$ cat config.mk
export PLATFORM = sky130hd
export DESIGN_NAME = amp_guard
export DESIGN_NICKNAME = d
export VERILOG_FILES = /design/src/rtl/amp_guard_pkg.sv /design/src/rtl/amp_guard_hold_timer.sv /design/src/rtl/amp_guard_dp.sv /design/src/rtl/amp_guard_ctrl.sv /design/src/rtl/amp_guard.sv
export SDC_FILE = /design/constraint.sdc
export NUM_CORES = 1
export LEC_CHECK = 0
export ABC_CLOCK_PERIOD_IN_PS = 2000
export BUFFER_PORTS_ARGS = -buffer_cell sky130_fd_sc_hd__buf_2
export CAP_MARGIN = 40
export CORE_AREA = 2 2 55 57
export CTS_BUF_LIST = sky130_fd_sc_hd__clkbuf_4
export CTS_CLUSTER_DIAMETER = 80
export CTS_CLUSTER_SIZE = 14
export DETAILED_ROUTE_END_ITERATION = 8
export DIE_AREA = 0 0 57 59
export GPL_TIMING_DRIVEN = 1
export PLACE_DENSITY = 0.76
export SYNTH_ARGS = -nofsm -noshare
export SYNTH_HDL_FRONTEND = slang
export SYNTH_SLANG_ARGS = --single-unit
$ cat constraint.sdc
create_clock -name clk -period 2 [get_ports clk]
set_clock_uncertainty 0.1 [all_clocks]
set_input_delay 0.3 -clock clk [delete_from_list [all_inputs] [get_ports clk]]
set_output_delay 0.3 -clock clk [all_outputs]
set_load 0.05 [all_outputs]
$ cat src/rtl/amp_guard_pkg.sv
package amp_guard_pkg;

  typedef enum logic [2:0] {
    ST_RESET      = 3'd0,
    ST_HW_OFF     = 3'd1,
    ST_SW_OFF     = 3'd2,
    ST_RETRY_WAIT = 3'd3,
    ST_ACTIVE     = 3'd4
  } seq_state_e;

  // event vector bit positions, also the precedence order (low index wins)
  localparam int NUM_EVT   = 5;
  localparam int EVT_UV    = 0;
  localparam int EVT_OV    = 1;
  localparam int EVT_OT    = 2;
  localparam int EVT_OC    = 3;
  localparam int EVT_CLK   = 4;

  // latched fault slots held in the datapath
  localparam int NUM_LATCH = 3;
  localparam int LAT_SUP   = 0;
  localparam int LAT_OT    = 1;
  localparam int LAT_OC    = 2;

  typedef struct packed {
    logic [NUM_LATCH-1:0] setLatch;
    logic                 clearLatch;
    logic                 loadHold;
    logic                 markClk;
    logic                 clearClk;
    logic                 captureCfg;
  } ctrl_strobe_t;

  typedef struct packed {
    logic [NUM_LATCH-1:0] latched;
    logic                 holdBusy;
    logic                 clkPaused;
    logic                 otRetryCfg;
    logic                 ocRetryCfg;
  } dp_status_t;

endpackage

$ cat src/rtl/amp_guard_hold_timer.sv
module amp_guard_hold_timer #(
  parameter int HOLD_TICKS = 1500
) (
  input  logic clk,
  input  logic rstN,
  input  logic load,
  input  logic tick,
  output logic busy
);
  localparam int CNT_W = $clog2(HOLD_TICKS + 1);

  logic [CNT_W-1:0] holdCnt;

  always_ff @(posedge clk or negedge rstN) begin
    if (!rstN) begin
      holdCnt <= '0;
    end else if (load) begin
      holdCnt <= CNT_W'(HOLD_TICKS);
    end else if (tick && (holdCnt != '0)) begin
      holdCnt <= holdCnt - 1'b1;
    end
  end

  assign busy = (holdCnt != '0);
endmodule

$ cat src/rtl/amp_guard_dp.sv
module amp_guard_dp
  import amp_guard_pkg::*;
#(
  parameter int HOLD_TICKS = 1500
) (
  input  logic         clk,
  input  logic         rstN,
  input  ctrl_strobe_t strobe,
  input  logic         tick,
  input  logic         otRetryMode,
  input  logic         ocRetryMode,
  output dp_status_t   status
);
  logic [NUM_LATCH-1:0] latchVec;
  logic                 holdBusy;
  logic                 clkPausedQ;
  logic                 otCfgQ;
  logic                 ocCfgQ;

  // one sticky fault bit per slot; a set beats a clear in the same cycle
  for (genvar i = 0; i < NUM_LATCH; i++) begin : g_latch
    logic faultQ;
    always_ff @(posedge clk or negedge rstN) begin
      if (!rstN) begin
        faultQ <= 1'b0;
      end else if (strobe.setLatch[i]) begin
        faultQ <= 1'b1;
      end else if (strobe.clearLatch) begin
        faultQ <= 1'b0;
      end
    end
    assign latchVec[i] = faultQ;
  end

  amp_guard_hold_timer #(
    .HOLD_TICKS(HOLD_TICKS)
  ) u_hold (
    .clk  (clk),
    .rstN (rstN),
    .load (strobe.loadHold),
    .tick (tick),
    .busy (holdBusy)
  );

  // memory of a clock-fault stop, used to request a ramped resume
  always_ff @(posedge clk or negedge rstN) begin
    if (!rstN) begin
      clkPausedQ <= 1'b0;
    end else if (strobe.markClk) begin
      clkPausedQ <= 1'b1;
    end else if (strobe.clearLatch || strobe.clearClk) begin
      clkPausedQ <= 1'b0;
    end
  end

  // retry-mode configuration, frozen outside hardware shutdown
  always_ff @(posedge clk or negedge rstN) begin
    if (!rstN) begin
      otCfgQ <= 1'b0;
      ocCfgQ <= 1'b0;
    end else if (strobe.captureCfg) begin
      otCfgQ <= otRetryMode;
      ocCfgQ <= ocRetryMode;
    end
  end

  assign status.latched    = latchVec;
  assign status.holdBusy   = holdBusy;
  assign status.clkPaused  = clkPausedQ;
  assign status.otRetryCfg = otCfgQ;
  assign status.ocRetryCfg = ocCfgQ;
endmodule

$ cat src/rtl/amp_guard_ctrl.sv
module amp_guard_ctrl
  import amp_guard_pkg::*;
(
  input  logic               clk,
  input  logic               rstN,
  input  logic               sdPinN,
  input  logic               swReq,
  input  logic               uvlo,
  input  logic               ovlo,
  input  logic               overTemp,
  input  logic               overCurr,
  input  logic               clkFault,
  input  dp_status_t         status,
  output seq_state_e         state,
  output ctrl_strobe_t       strobe,
  output logic [NUM_EVT-1:0] evtVec,
  output logic               rampResume
);
  seq_state_e         nextState;
  logic [NUM_EVT-1:0] evtNext;
  logic               eligible;
  logic               goActive;

  always_comb begin
    eligible = !swReq && !uvlo && !ovlo && !overTemp && !overCurr &&
               !clkFault && (status.latched == '0);
  end

  always_comb begin
    nextState         = state;
    evtNext           = '0;
    strobe            = '0;
    strobe.clearLatch = (state != ST_RESET) && (swReq || (state == ST_HW_OFF));
    strobe.captureCfg = (state == ST_HW_OFF);
    unique case (state)
      ST_RESET: nextState = ST_HW_OFF;
      ST_HW_OFF: begin
        if (sdPinN) nextState = ST_SW_OFF;
      end
      ST_SW_OFF: begin
        if (!sdPinN)       nextState = ST_HW_OFF;
        else if (eligible) nextState = status.holdBusy ? ST_RETRY_WAIT : ST_ACTIVE;
      end
      ST_RETRY_WAIT: begin
        if (!sdPinN)               nextState = ST_HW_OFF;
        else if (!eligible)        nextState = ST_SW_OFF;
        else if (!status.holdBusy) nextState = ST_ACTIVE;
      end
      ST_ACTIVE: begin
        if (!sdPinN) begin
          nextState = ST_HW_OFF;
        end else if (uvlo) begin
          nextState                = ST_SW_OFF;
          strobe.setLatch[LAT_SUP] = 1'b1;
          evtNext[EVT_UV]          = 1'b1;
        end else if (ovlo) begin
          nextState                = ST_SW_OFF;
          strobe.setLatch[LAT_SUP] = 1'b1;
          evtNext[EVT_OV]          = 1'b1;
        end else if (overTemp) begin
          nextState               = ST_SW_OFF;
          strobe.loadHold         = 1'b1;
          strobe.setLatch[LAT_OT] = !status.otRetryCfg;
          evtNext[EVT_OT]         = 1'b1;
        end else if (overCurr) begin
          nextState               = ST_SW_OFF;
          strobe.loadHold         = 1'b1;
          strobe.setLatch[LAT_OC] = !status.ocRetryCfg;
          evtNext[EVT_OC]         = 1'b1;
        end else if (clkFault) begin
          nextState        = ST_SW_OFF;
          strobe.markClk   = 1'b1;
          evtNext[EVT_CLK] = 1'b1;
        end else if (swReq) begin
          nextState = ST_SW_OFF;
        end
      end
      default: nextState = ST_RESET;
    endcase
    goActive        = (nextState == ST_ACTIVE) && (state != ST_ACTIVE);
    strobe.clearClk = goActive;
  end

  always_ff @(posedge clk or negedge rstN) begin
    if (!rstN) begin
      state      <= ST_RESET;
      evtVec     <= '0;
      rampResume <= 1'b0;
    end else begin
      state      <= nextState;
      evtVec     <= evtNext;
      rampResume <= goActive && status.clkPaused;
    end
  end
endmodule

$ cat src/rtl/amp_guard.sv
module amp_guard
  import amp_guard_pkg::*;
#(
  parameter int HOLD_TICKS = 1500
) (
  input  logic       clk,
  input  logic       porValid,
  input  logic       sdPinN,
  input  logic       swShutdownReq,
  input  logic       uvloFlag,
  input  logic       ovloFlag,
  input  logic       overTempFlag,
  input  logic       overCurrFlag,
  input  logic       clkFault,
  input  logic       otRetryMode,
  input  logic       ocRetryMode,
  input  logic       tick,
  output logic       analogEn,
  output logic       swShutdownState,
  output logic       rampResume,
  output logic       evtUvlo,
  output logic       evtOvlo,
  output logic       evtOverTemp,
  output logic       evtOverCurr,
  output logic       evtClkFault,
  output logic [2:0] seqState
);
  ctrl_strobe_t       strobe;
  dp_status_t         status;
  seq_state_e         state;
  logic [NUM_EVT-1:0] evtVec;

  amp_guard_ctrl u_ctrl (
    .clk        (clk),
    .rstN       (porValid),
    .sdPinN     (sdPinN),
    .swReq      (swShutdownReq),
    .uvlo       (uvloFlag),
    .ovlo       (ovloFlag),
    .overTemp   (overTempFlag),
    .overCurr   (overCurrFlag),
    .clkFault   (clkFault),
    .status     (status),
    .state      (state),
    .strobe     (strobe),
    .evtVec     (evtVec),
    .rampResume (rampResume)
  );

  amp_guard_dp #(
    .HOLD_TICKS(HOLD_TICKS)
  ) u_dp (
    .clk         (clk),
    .rstN        (porValid),
    .strobe      (strobe),
    .tick        (tick),
    .otRetryMode (otRetryMode),
    .ocRetryMode (ocRetryMode),
    .status      (status)
  );

  // supply faults gate the stage combinationally, without waiting a cycle
  assign analogEn        = (state == ST_ACTIVE) && !uvloFlag && !ovloFlag;
  assign swShutdownState = (state == ST_SW_OFF);
  assign seqState        = state;
  assign evtUvlo         = evtVec[EVT_UV];
  assign evtOvlo         = evtVec[EVT_OV];
  assign evtOverTemp     = evtVec[EVT_OT];
  assign evtOverCurr     = evtVec[EVT_OC];
  assign evtClkFault     = evtVec[EVT_CLK];
endmodule

==> flow_summary.json <==
{
  "wl_per_cell_um": 15.1,
  "clockRootBuffer": "clkbuf_4",
  "io_buffers": 22,
  "stdcell_count": 190,
  "grt-busiest-layer": "met2",
  "avgSynthCellArea_um2": 9.98,
  "dp_hpwl_um": 2110,
  "synth.area.top_cells": "dfrtp_1, xor2_1, nand2_1, nor2_1, nor3_1",
  "cts.sinks": 26,
  "maxSlewViolCount": 0,
  "tightest_slew_ns": 0.569,
  "place_congestion": 0.956,
  "whs_endpoint": "u_dp.otCfgQ$_DFFE_PN0P_",
  "finalCriticalPeriod_ns": 1.90,
  "crit_fanout": 10,
  "use_met1": 0.238,
  "status": "complete, no violations",
  "grt_pass1_wl_um": 4780,
  "numCtsBuffers": 3,
  "gr-usage-met2": 0.315,
  "r2r_slack_ns": 0.12,
  "hold_path_class": "input pin to flip-flop",
  "ir_worst_vdd_mv": 0.835,
  "min_period_over_period": 0.949,
  "grt_pass1_vias": 1061,
  "r2r_end": "u_dp.clkPausedQ$_DFFE_PN0P_",
  "cp_slowest_stage_delay_ns": 0.51,
  "fillerInstances": 264,
  "pwr_density_cell_mw_per_mm2": 952,
  "synth_top_area_share": 0.498,
  "die_h_um": 59,
  "clockBufferDepth": 2,
  "synth_top_cell_by_area": "dfrtp_1",
  "ys_types": 39,
  "start_util": 0.482,
  "met3_usage": 0.0349,
  "synthesis.nets": 144,
  "place_inst": 185,
  "setup_violations": 0,
  "drv_cap": 0,
  "track_usage": 0.185,
  "vias": 1105,
  "via_per_inst": 5.82,
  "htree_num_levels": 1,
  "synthCells": 131,
  "clk_latency_ns": 0.32,
  "grt_antenna_before_repair": 0,
  "drtAntennaViolNets": 0,
  "area_growth_pct": 16.7,
  "hold_depth": 3,
  "tritoncts": "built",
  "timing.rr.start": "u_dp.u_hold.holdCnt[0]$_DFFE_PN0P_",
  "ios": 23,
  "whs_ns": 0.0696,
  "drive_above_1_share": 0.258,
  "finalSetupTns_ns": 0,
  "yosysWarnings": 0,
  "max_freq_ghz": 0.527,
  "required_ns": 1.60,
  "drtIter0Drc": 57,
  "antennaDiodeCount": 0,
  "row_count": 19,
  "synth_seq_area_share": 0.498,
  "max-slew-margin-rel": 0.621,
  "die_area_mm2": 0.00336,
  "die_x_um": 57,
  "p_leak_uw": 0.000732,
  "setup.worst_path.class": "flip-flop to output pin",
  "r2r_cells": 7,
  "multi_input_area_um2": 637,
  "hold_viol_final": 0,
  "wirelength_um": 2870,
  "ys_seq_elements": 26,
  "firstDrtPassIters": 4,
  "crit_path_start_kind": "flip-flop",
  "drc_errors": 0,
  "nNetsFinal": 173,
  "path_clk_slew_ns": 0.14,
  "min-delay-start": "otRetryMode",
  "rsz0062_at_grt": "false",
  "grt_max_degree": 27,
  "path_cells": "nor2_2 > buf_4 > and3_1 > clkbuf_4",
  "coreArea_mm2": 0.00271,
  "place_ws_ns": 0.127,
  "arrival_ns": 1.50,
  "grt_remaining_overflow": 0,
  "cpMaxStageDelayCell": "dfrtp_2",
  "regArea_um2": 653,
  "synth_area_mm2": 0.00131,
  "critPathCaptureType": "output pin",
  "setup_ws_ns": 0.103
}
worst max-delay path: cells and delay by family (launching register included):
| family | cells | cell delay (ns) |
|---|---|---|
| DFF | 1 | 0.51 |
| buffers and inverters | 2 | 0.36 |
| and+or+nand+nor | 2 | 0.30 |
timing repair:
item	4_1_cts	5_1_grt
endpoints found under the hold margin	26	0
hold buffers	1	0
endpoints found under the setup margin	0	3
setup buffers	0	0
resized for setup	0	5
worst max-delay path by stage:
stage | start | endpoint | cells past startpoint
floorplan | u_ctrl.state[1]$_DFF_PN0_ | u_dp.clkPausedQ$_DFFE_PN0P_ | 6
global placement | u_dp.u_hold.holdCnt[0]$_DFFE_PN0P_ | u_dp.clkPausedQ$_DFFE_PN0P_ | 7
detailed placement | u_dp.u_hold.holdCnt[0]$_DFFE_PN0P_ | u_dp.clkPausedQ$_DFFE_PN0P_ | 7
CTS | u_ctrl.state[1]$_DFF_PN0_ | analogEn | 4
global route | u_dp.u_hold.holdCnt[0]$_DFFE_PN0P_ | u_dp.clkPausedQ$_DFFE_PN0P_ | 7
finish | u_ctrl.state[1]$_DFF_PN0_ | analogEn | 4
power breakdown:
part	internal, uW	switching (uW)	leakage, uW	total, uW
clock	73.2	154	0.0000154	227
combinational	198	233	0.000381	431
sequential	632	164	0.000335	796
total	904	550	0.000732	1450
metal layers:
metal	wire length (um)	up-vias	part of all wire
met5	0	-	0
met4	48	0	0.017
met2	1470	39	0.51
met1	1200	533	0.42
li1	-	526	-
met3	154	7	0.054
state kept, by name, summed over array words and instances (netlist names):
register and flops:
u_ctrl.evtVec 5, u_ctrl.rampResume 1, u_ctrl.state 3, u_dp.clkPausedQ 1, u_dp.g_latch.faultQ 3, u_dp.ocCfgQ 1
u_dp.otCfgQ 1, u_dp.u_hold.holdCnt 11
per-stage QoR:
stage / area, um2 / total power, uW / utilization
3_3_place_gp: 1470 / 1190 / 0.543
5_1_grt: 1530 / 1560 / 0.563
6_report: 1530 / 1450 / 0.563
2_1_floorplan: 1310 / 1100 / -
3_5_place_dp: 1470 / 1220 / 0.543
4_1_cts: 1510 / 1440 / 0.556
cell type report:
| type | count | share of cell area |
|---|---|---|
| Timing Repair Buffer | 26 | 0.0951 |
| Clock inverter | 1 | 0.00246 |
| Inverter | 7 | 0.0172 |
| Sequential cell | 26 | 0.428 |
| Clock buffer | 3 | 0.0148 |
| Tap cell | 31 | 0.0254 |
| Multi-Input combinational cell | 96 | 0.417 |
cells by family (layout without fill, tap and decap cells):
logic type      Yosys count  count (layout)  synth area share
xor+xnor                 10              10            0.0670
simple gates             61              61             0.265
buf+inv                   9              37            0.0278
flops                    26              26             0.498
compound gates           24              24             0.133
fa+ha+maj                 1               1           0.00957
cell usage in the layout (no fill, tap or decap), types with 2 or more instances in the layout:
master	instances
o21ai_0	6
nand3_1	5
nor2_1	11
nor4_1	2
buf_4	3
and2_1	2
nand4_1	2
and3_1	5
clkbuf_4	4
buf_2	21
inv_1	7
nor3_2	2
xor2_1	7
nand2_1	13
nor2b_1	3
dfrtp_2	2
nor3_1	6
a22o_1	3
a21oi_1	2
dfrtp_1	24
xnor2_1	3
synth_stat cells (all sizes together):
cell / number
nand4: 2
or4: 1
and2: 3
inv: 7
a32oi: 1
a21boi: 1
or3: 1
a22o: 3
nand3: 6
a31oi: 2
nor3: 8
and3: 5
buf: 2
a21oi: 2
o21a: 1
xnor2: 3
and3b: 1
nor2: 12
nand2: 13
o21ai: 7
ha: 1
xor2: 7
nor3b: 2
o22ai: 1
a41oi: 1
a31o: 1
nor4: 4
dfrtp: 26
o41ai: 1
o211ai: 2
a211oi: 1
nor2b: 3
No activity file was read; power rests on OpenSTA's default activity.
